$ cat config.mk
export PLATFORM = sky130hd
export DESIGN_NAME = pin_filter_irq
export DESIGN_NICKNAME = d
export VERILOG_FILES = /design/src/rtl/pin_ctl_pkg.sv /design/src/rtl/pin_sync.sv /design/src/rtl/pin_debounce.sv /design/src/rtl/pin_trigger.sv /design/src/rtl/pin_regs.sv /design/src/rtl/pin_filter_irq.sv
export SDC_FILE = /design/constraint.sdc
export NUM_CORES = 1
export LEC_CHECK = 0
export BUFFER_PORTS_ARGS = -buffer_cell sky130_fd_sc_hd__buf_4
export CAP_MARGIN = 0
export CORE_MARGIN = 2
export CORE_UTILIZATION = 50
export CTS_CLUSTER_DIAMETER = 40
export DETAILED_ROUTE_END_ITERATION = 7
export HOLD_SLACK_MARGIN = 0.15
export PLACE_DENSITY = 0.72
export SYNTH_ARGS = -nofsm -noshare
export SYNTH_HDL_FRONTEND = slang
export SYNTH_SLANG_ARGS = --single-unit
$ cat constraint.sdc
create_clock -name clk -period 5.1 [get_ports clk]
set_input_delay 0.51 -clock clk [delete_from_list [all_inputs] [get_ports clk]]
set_output_delay 0.51 -clock clk [all_outputs]
set_load 0.05 [all_outputs]
$ cat src/rtl/pin_ctl_pkg.sv
// Shared widths, control word layout and tick-size decoding for the pin
// filter block. Assumes the control word fits in the register data width.
package pin_ctl_pkg;

    localparam int DATA_W  = 16;
    localparam int CNT_W   = 4;
    localparam int MAX_SHF = 11;
    localparam int TICK_W  = CNT_W + MAX_SHF + 1;

    typedef enum logic [1:0] {
        FM_BYPASS = 2'd0,
        FM_HOLD_LO = 2'd1,
        FM_HOLD_HI = 2'd2,
        FM_DEGLITCH = 2'd3
    } filt_mode_e;

    typedef enum logic [2:0] {
        TR_OFF  = 3'd0,
        TR_RISE = 3'd1,
        TR_FALL = 3'd2,
        TR_ANY  = 3'd3,
        TR_HIGH = 3'd4,
        TR_LOW  = 3'd5
    } trig_sel_e;

    typedef struct packed {
        logic             od;
        logic [1:0]       drv;
        logic [2:0]       trig;
        logic [CNT_W-1:0] cnt;
        logic [1:0]       unit;
        logic [1:0]       mode;
    } ctrl_t;

    localparam int CTRL_W = $bits(ctrl_t);

    // Log2 of the tick size selected by a unit code (2, 8, 512, 2048 ticks).
    function automatic int unsigned unit_shift(input logic [1:0] u);
        case (u)
            2'd0:    return 1;
            2'd1:    return 3;
            2'd2:    return 9;
            default: return MAX_SHF;
        endcase
    endfunction

endpackage

$ cat src/rtl/pin_sync.sv
// Two-flop synchronizer bringing the asynchronous pad level into clk.
// Assumes the pad is slow compared to clk; adds two cycles of latency.
module pin_sync #(
    parameter int STAGES = 2
) (
    input  logic clk,
    input  logic rst_n,
    input  logic d_async,
    output logic q_sync
);

    logic [STAGES-1:0] chain;

    // Shift the pad level through the synchronizer chain.
    always_ff @(posedge clk) begin
        if (!rst_n) chain <= '0;
        else        chain <= {chain[STAGES-2:0], d_async};
    end

    assign q_sync = chain[STAGES-1];

endmodule

$ cat src/rtl/pin_debounce.sv
// Debounce filter with four behaviours. A change that must be qualified
// has to persist for cnt * 2^shift RTC ticks; the tick counter restarts
// whenever the input returns to the filtered level. Assumes rtc_tick is a
// single-cycle pulse in the clk domain.
module pin_debounce
    import pin_ctl_pkg::*;
(
    input  logic             clk,
    input  logic             rst_n,
    input  logic             rtc_tick,
    input  logic             din,
    input  logic [1:0]       mode,
    input  logic [1:0]       unit,
    input  logic [CNT_W-1:0] cnt,
    output logic             filt
);

    logic [TICK_W-1:0] elapsed;
    logic [TICK_W-1:0] target;
    logic [TICK_W-1:0] elapsed_inc;
    logic              bypass;
    logic              pass_now;

    // Window length in ticks and the immediate-pass decision for this input.
    always_comb begin
        target      = TICK_W'(cnt) << unit_shift(unit);
        elapsed_inc = elapsed + 1'b1;
        bypass      = (mode == FM_BYPASS) || (cnt == '0);
        pass_now    = bypass
                    || ((mode == FM_HOLD_LO) && !din)
                    || ((mode == FM_HOLD_HI) && din);
    end

    // Track the accepted level and time pending changes in RTC ticks.
    always_ff @(posedge clk) begin
        if (!rst_n) begin
            filt    <= 1'b0;
            elapsed <= '0;
        end else if (din == filt) begin
            elapsed <= '0;
        end else if (pass_now) begin
            filt    <= din;
            elapsed <= '0;
        end else if (rtc_tick) begin
            if (elapsed_inc >= target) begin
                filt    <= din;
                elapsed <= '0;
            end else begin
                elapsed <= elapsed_inc;
            end
        end
    end

endmodule

$ cat src/rtl/pin_trigger.sv
// Edge/level trigger on the filtered level plus the wake and interrupt
// status bits. An edge hit beats a clear in the same cycle; a level hit
// yields to a clear and returns one cycle later.
module pin_trigger
    import pin_ctl_pkg::*;
(
    input  logic       clk,
    input  logic       rst_n,
    input  logic       filt,
    input  logic [2:0] trig,
    input  logic       clr_wake,
    input  logic       clr_intr,
    output logic       wake_st,
    output logic       intr_st
);

    logic filt_d;
    logic rise;
    logic fall;
    logic edge_hit;
    logic lvl_hit;

    // Decode the selected trigger condition from the filtered level.
    always_comb begin
        rise     = filt & ~filt_d;
        fall     = ~filt & filt_d;
        edge_hit = 1'b0;
        lvl_hit  = 1'b0;
        case (trig)
            TR_RISE: edge_hit = rise;
            TR_FALL: edge_hit = fall;
            TR_ANY:  edge_hit = rise | fall;
            TR_HIGH: lvl_hit  = filt;
            TR_LOW:  lvl_hit  = ~filt;
            default: ;
        endcase
    end

    // Update the delayed level and both status bits.
    always_ff @(posedge clk) begin
        if (!rst_n) begin
            filt_d  <= 1'b0;
            wake_st <= 1'b0;
            intr_st <= 1'b0;
        end else begin
            filt_d  <= filt;
            wake_st <= (wake_st & ~clr_wake) | rise | fall;
            intr_st <= (intr_st & ~clr_intr) | edge_hit | (lvl_hit & ~clr_intr);
        end
    end

endmodule

$ cat src/rtl/pin_regs.sv
// Register port: control word at address 0, write-one-to-clear status at
// address 1. Reads are combinational and have no side effects.
module pin_regs
    import pin_ctl_pkg::*;
(
    input  logic              clk,
    input  logic              rst_n,
    input  logic              reg_wr,
    input  logic              reg_addr,
    input  logic [DATA_W-1:0] reg_wdata,
    input  logic              wake_st,
    input  logic              intr_st,
    input  logic              filt,
    output logic [DATA_W-1:0] reg_rdata,
    output ctrl_t             cfg,
    output logic              clr_wake,
    output logic              clr_intr
);

    // Hold the control word written by software.
    always_ff @(posedge clk) begin
        if (!rst_n)                   cfg <= '0;
        else if (reg_wr && !reg_addr) cfg <= ctrl_t'(reg_wdata[CTRL_W-1:0]);
    end

    // Decode clear strobes and select read data.
    always_comb begin
        clr_wake  = reg_wr && reg_addr && reg_wdata[0];
        clr_intr  = reg_wr && reg_addr && reg_wdata[1];
        reg_rdata = '0;
        if (!reg_addr) reg_rdata[CTRL_W-1:0] = cfg;
        else           reg_rdata[2:0] = {filt, intr_st, wake_st};
    end

endmodule

$ cat src/rtl/pin_filter_irq.sv
// Top of the pin controller: synchronizer, debounce filter, trigger and
// register port, plus the pad output driver. Assumes rtc_tick is
// generated in the clk domain.
module pin_filter_irq
    import pin_ctl_pkg::*;
(
    input  logic              clk,
    input  logic              rst_n,
    input  logic              rtc_tick,
    input  logic              pad_in,
    input  logic              reg_wr,
    input  logic              reg_addr,
    input  logic [DATA_W-1:0] reg_wdata,
    output logic [DATA_W-1:0] reg_rdata,
    output logic              pad_out,
    output logic              pad_oe,
    output logic              irq
);

    ctrl_t cfg;
    logic  pad_s;
    logic  filt;
    logic  wake_st;
    logic  intr_st;
    logic  clr_wake;
    logic  clr_intr;

    pin_sync #(.STAGES(2)) u_sync (
        .clk(clk), .rst_n(rst_n), .d_async(pad_in), .q_sync(pad_s)
    );

    pin_debounce u_deb (
        .clk(clk), .rst_n(rst_n), .rtc_tick(rtc_tick), .din(pad_s),
        .mode(cfg.mode), .unit(cfg.unit), .cnt(cfg.cnt), .filt(filt)
    );

    pin_trigger u_trig (
        .clk(clk), .rst_n(rst_n), .filt(filt), .trig(cfg.trig),
        .clr_wake(clr_wake), .clr_intr(clr_intr),
        .wake_st(wake_st), .intr_st(intr_st)
    );

    pin_regs u_regs (
        .clk(clk), .rst_n(rst_n), .reg_wr(reg_wr), .reg_addr(reg_addr),
        .reg_wdata(reg_wdata), .wake_st(wake_st), .intr_st(intr_st),
        .filt(filt), .reg_rdata(reg_rdata), .cfg(cfg),
        .clr_wake(clr_wake), .clr_intr(clr_intr)
    );

    // Pad driver: open-drain pins never drive a high level.
    always_comb begin
        pad_oe  = (cfg.drv == 2'd1) || ((cfg.drv == 2'd2) && !cfg.od);
        pad_out = (cfg.drv == 2'd2) && !cfg.od;
    end

    assign irq = intr_st;

endmodule

==> reports/qor.csv <==
stage,metric,value,unit
drt,DRC viols,0,
global_routing,GR Util All Layers,21.49,%
logic_synthesis,Synth top cells by count,"nand2_1 (61), dfxtp_1 (36), nand3_1 (16), ha_1 (15)",
logic_synthesis,Synth cell types,46,
timing,final critical-path required period,3600,ps
setup_path,Reg2Reg Setup Slack,1500,ps
flow_run,Max-Cap Viols,0,
timing,Tightest Pin Transition,943.6,ps
setup_path,"Slowest-stage cell, CP",and3_1,
finish,layout cells sized above 1,15.66,%
global_routing,initial antenna violation count,0,
pwr,Internal Power,0.0004308,W
timing,headroom to the max-slew limit,36.97,%
drt,first-pass detailed-route iteration total,4,
place,DP HPWL,3930,um
global_routing,number of global-route vias before repair,1964,
floorplan,IO Pins,41,
drt,WL final,5415,um
floorplan,die width,73.32,um
clock_network,setup bufs post-CTS,0,
clock_network,htree depth,2,
timing,final hold viol count,0,
floorplan,core area,4692,um2
setup_path,Crit path arrival time,3800,ps
pwr,P_sw,0.0001681,W
setup_path,worst reg2reg endpoint,u_deb.elapsed[8],
logic_synthesis,#FFs+latches synth,36,
setup_path,critical-path maximum fanout,19,
finish,Antenna Cells,0,
setup_path,Worst setup EP type,flip-flop,
logic_synthesis,async set-reset flop share out of synthesis,0,%
setup_path,critical path launch point,u_deb.elapsed[0],
logic_synthesis,synthesized instance count,307,
timing,FMAX,277.8,MHz
floorplan,Die H,73.32,um
clock_network,Post-CTS Resized,0,
global_routing,global-route wire length before repair,9066,um
setup_path,crit path to,u_deb.elapsed[8],
clock_network,Worst-path clk slew,70,ps
setup_path,Worst EP required,5300,ps
drt,DRT antenna net count,0,
logic_synthesis,"Seq/Total Area, Yosys",30.00,%
pwr,maximum VDD drop,153.1,uV
place,IO buf count,36,
timing,Sum Neg Setup Slack,0,ps
setup_path,RR Startpoint,u_deb.elapsed[0],
global_routing,met1 Track Usage GR,29.78,%
global_routing,busiest metal layer after global routing,met2,
finish,post-route cell area,2721,um2
timing,# setup viols final,0,
setup_path,critical path cell sequence,ha_1 > and3_1 > nand2_1 > or3_1 > nand2b_1 > ha_1 > a21oi_1 > o31a_1 > and3_1 > nand4_4 > o311ai_2,
finish,fin nets,368,
logic_synthesis,post-synth design cell area,2402,um2
floorplan,Initial Util,51.20,%
clock_network,clk_lat worst skew,290,ps
setup_path,crit-path max cell delay,690,ps
timing,Final period util,70.59,%
pwr,clock share of power,35.9,%
clock_network,CTS Sinks,36,
logic_synthesis,Post-synth EDFFs,0,
drt,via count,2175,
floorplan,die area,5375,um2
pwr,static leakage,1.077,nW
floorplan,num rows,25,
global_routing,GR Util met2,33.93,%
logic_synthesis,most common cell in the synthesized netlist,nand2_1,
pwr,switching fraction of total power,28.07,%
pwr,PwrDens,220.1,nW/um2
clock_network,CTS tree,done,
place,placed cell area,2631,um2
global_routing,met3 usage,4.252,%
pwr,Sequential Power Share,49.4,%
drt,initial DRC count,117,
timing,fin. max-slew vios,0,
global_routing,GRT overflow,0,
setup_path,Crit Path Class,reg2reg,
logic_synthesis,Post-Syn Area per Cell,7.825,um2
timing,Worst Clk Skew,4.615,ps
logic_synthesis,area share of the largest cell type after synthesis,30.00,%
setup_path,CP startpoint kind,flip-flop,
drt,Via-to-Cell Ratio,5.635,
clock_network,CTS Buffer Depth,2,
drt,WL/cell,14.03,um
logic_synthesis,"Top FF cell, synth",dfxtp_1,
logic_synthesis,Synth Warn #,0,
setup_path,R2R depth,11,
logic_synthesis,Synth area leader,dfxtp_1,
clock_network,root buf cell,clkbuf_8,
finish,Area growth syn-to-layout,13.28,%
logic_synthesis,synth top area cells,"dfxtp_1 (30%), nand2_1 (9.5%), ha_1 (7.8%)",
global_routing,largest net degree at the start of global routing,23,
outcome,status,"finished, final reports clean",
clock_network,CTS Buf Count,5,
timing,RSZ-0062 raised after global routing,false,
clock_network,hold_buf cts,0,
place,GPL Wtd Cong,0.8221,
worst_hold_path,Min-Delay Path Class,in2reg,
pwr,combinational power share,14.7,%
per-stage QoR:
stage	worst slack [ps]	hold slack, ps	util (%)	instances	total power (W)
floorplan	2060	411.9	-	308	0.0003666
global placement	1609	417.7	56.08	378	0.0003889
detailed placement	1501	435.2	56.08	378	0.0003904
CTS	1489	422.9	58.00	386	0.0006035
global route	1198	428.6	58.00	386	0.0006212
finish	1500	428.5	58.00	386	0.0005988
metal layers:
metal | routed length, um | share of wire [%] | up-vias
met5 | 0 | 0 | -
met4 | 82 | 1.5 | 0
met3 | 314 | 5.8 | 9
met2 | 2428 | 45 | 60
met1 | 2590 | 48 | 991
li1 | - | - | 1115
worst min path at each step:
stage                          from         endpoint  slack (ps)  depth (start not counted)
floorplan           u_sync.chain[0]  u_sync.chain[1]         410                          1
global placement    u_sync.chain[0]  u_sync.chain[1]         420                          1
detailed placement  u_sync.chain[0]  u_sync.chain[1]         440                          1
CTS                          pad_in  u_sync.chain[0]         420                          2
global route                 pad_in  u_sync.chain[0]         430                          2
finish                       pad_in  u_sync.chain[0]         430                          2
cell usage in the layout (no fill, tap or decap), types with 4 or more instances in the layout:
cell / netlist / layout
nand3_1: 16 / 16
a21boi_0: 14 / 14
a21oi_1: 14 / 14
nand2b_1: 11 / 11
inv_1: 13 / 13
clkbuf_8: 0 / 6
nor2b_1: 14 / 14
and2_1: 4 / 4
and3_1: 7 / 7
nand2_1: 61 / 61
buf_4: 5 / 36
ha_1: 15 / 15
mux2_2: 4 / 4
o21ai_0: 6 / 6
xnor2_1: 6 / 6
o21a_1: 5 / 5
nor2_1: 7 / 7
dfxtp_1: 36 / 36
o211ai_1: 5 / 5
nand4_1: 10 / 10
critical path: cells and delay by family, from the launching register on:
| kind | cells | cell delay, ps |
|---|---|---|
| flops | 1 | 400 |
| compound gates | 3 | 590 |
| fa+ha+maj | 2 | 520 |
| simple gates | 6 | 2010 |
cells by family after synthesis:
| kind of cell | Yosys count | synth area share (%) |
|---|---|---|
| and+or+nand+nor | 146 | 31.35 |
| AOI/OAI and AO/OA | 64 | 19.17 |
| DFF | 36 | 30.00 |
| buffers and inverters | 33 | 6.719 |
| adders and majority gates | 15 | 7.813 |
| xor gates and xnor gates | 8 | 2.917 |
| muxes | 4 | 1.875 |
| other | 1 | 0.1561 |
cell type report:
type	instances	area [um2]
fill	461	1971
multi-input combinational	239	1524
sequential	36	720.7
timing repair buffer	36	270.3
clock buffer	8	90.09
tap	54	67.56
inverter	13	48.80
power groups by stage:
stage	registers, W	logic (W)	clock network, W
2_1_floorplan	0.000300	0.0000670	0
3_3_place_gp	0.000302	0.0000867	0
3_5_place_dp	0.000302	0.0000880	0
4_1_cts	0.000296	0.0000883	0.000219
5_1_grt	0.000297	0.0000960	0.000228
6_report	0.000296	0.0000878	0.000215
state kept, by name, indices dropped and copies added (netlist names):
signal and cells:
u_trig.wake_st 1, u_sync.chain 2, u_trig.intr_st 1, u_trig.filt_d 1, u_deb.elapsed 16, u_regs.cfg 14, u_deb.filt 1
Note: power is estimated with default switching activity, not from simulation.
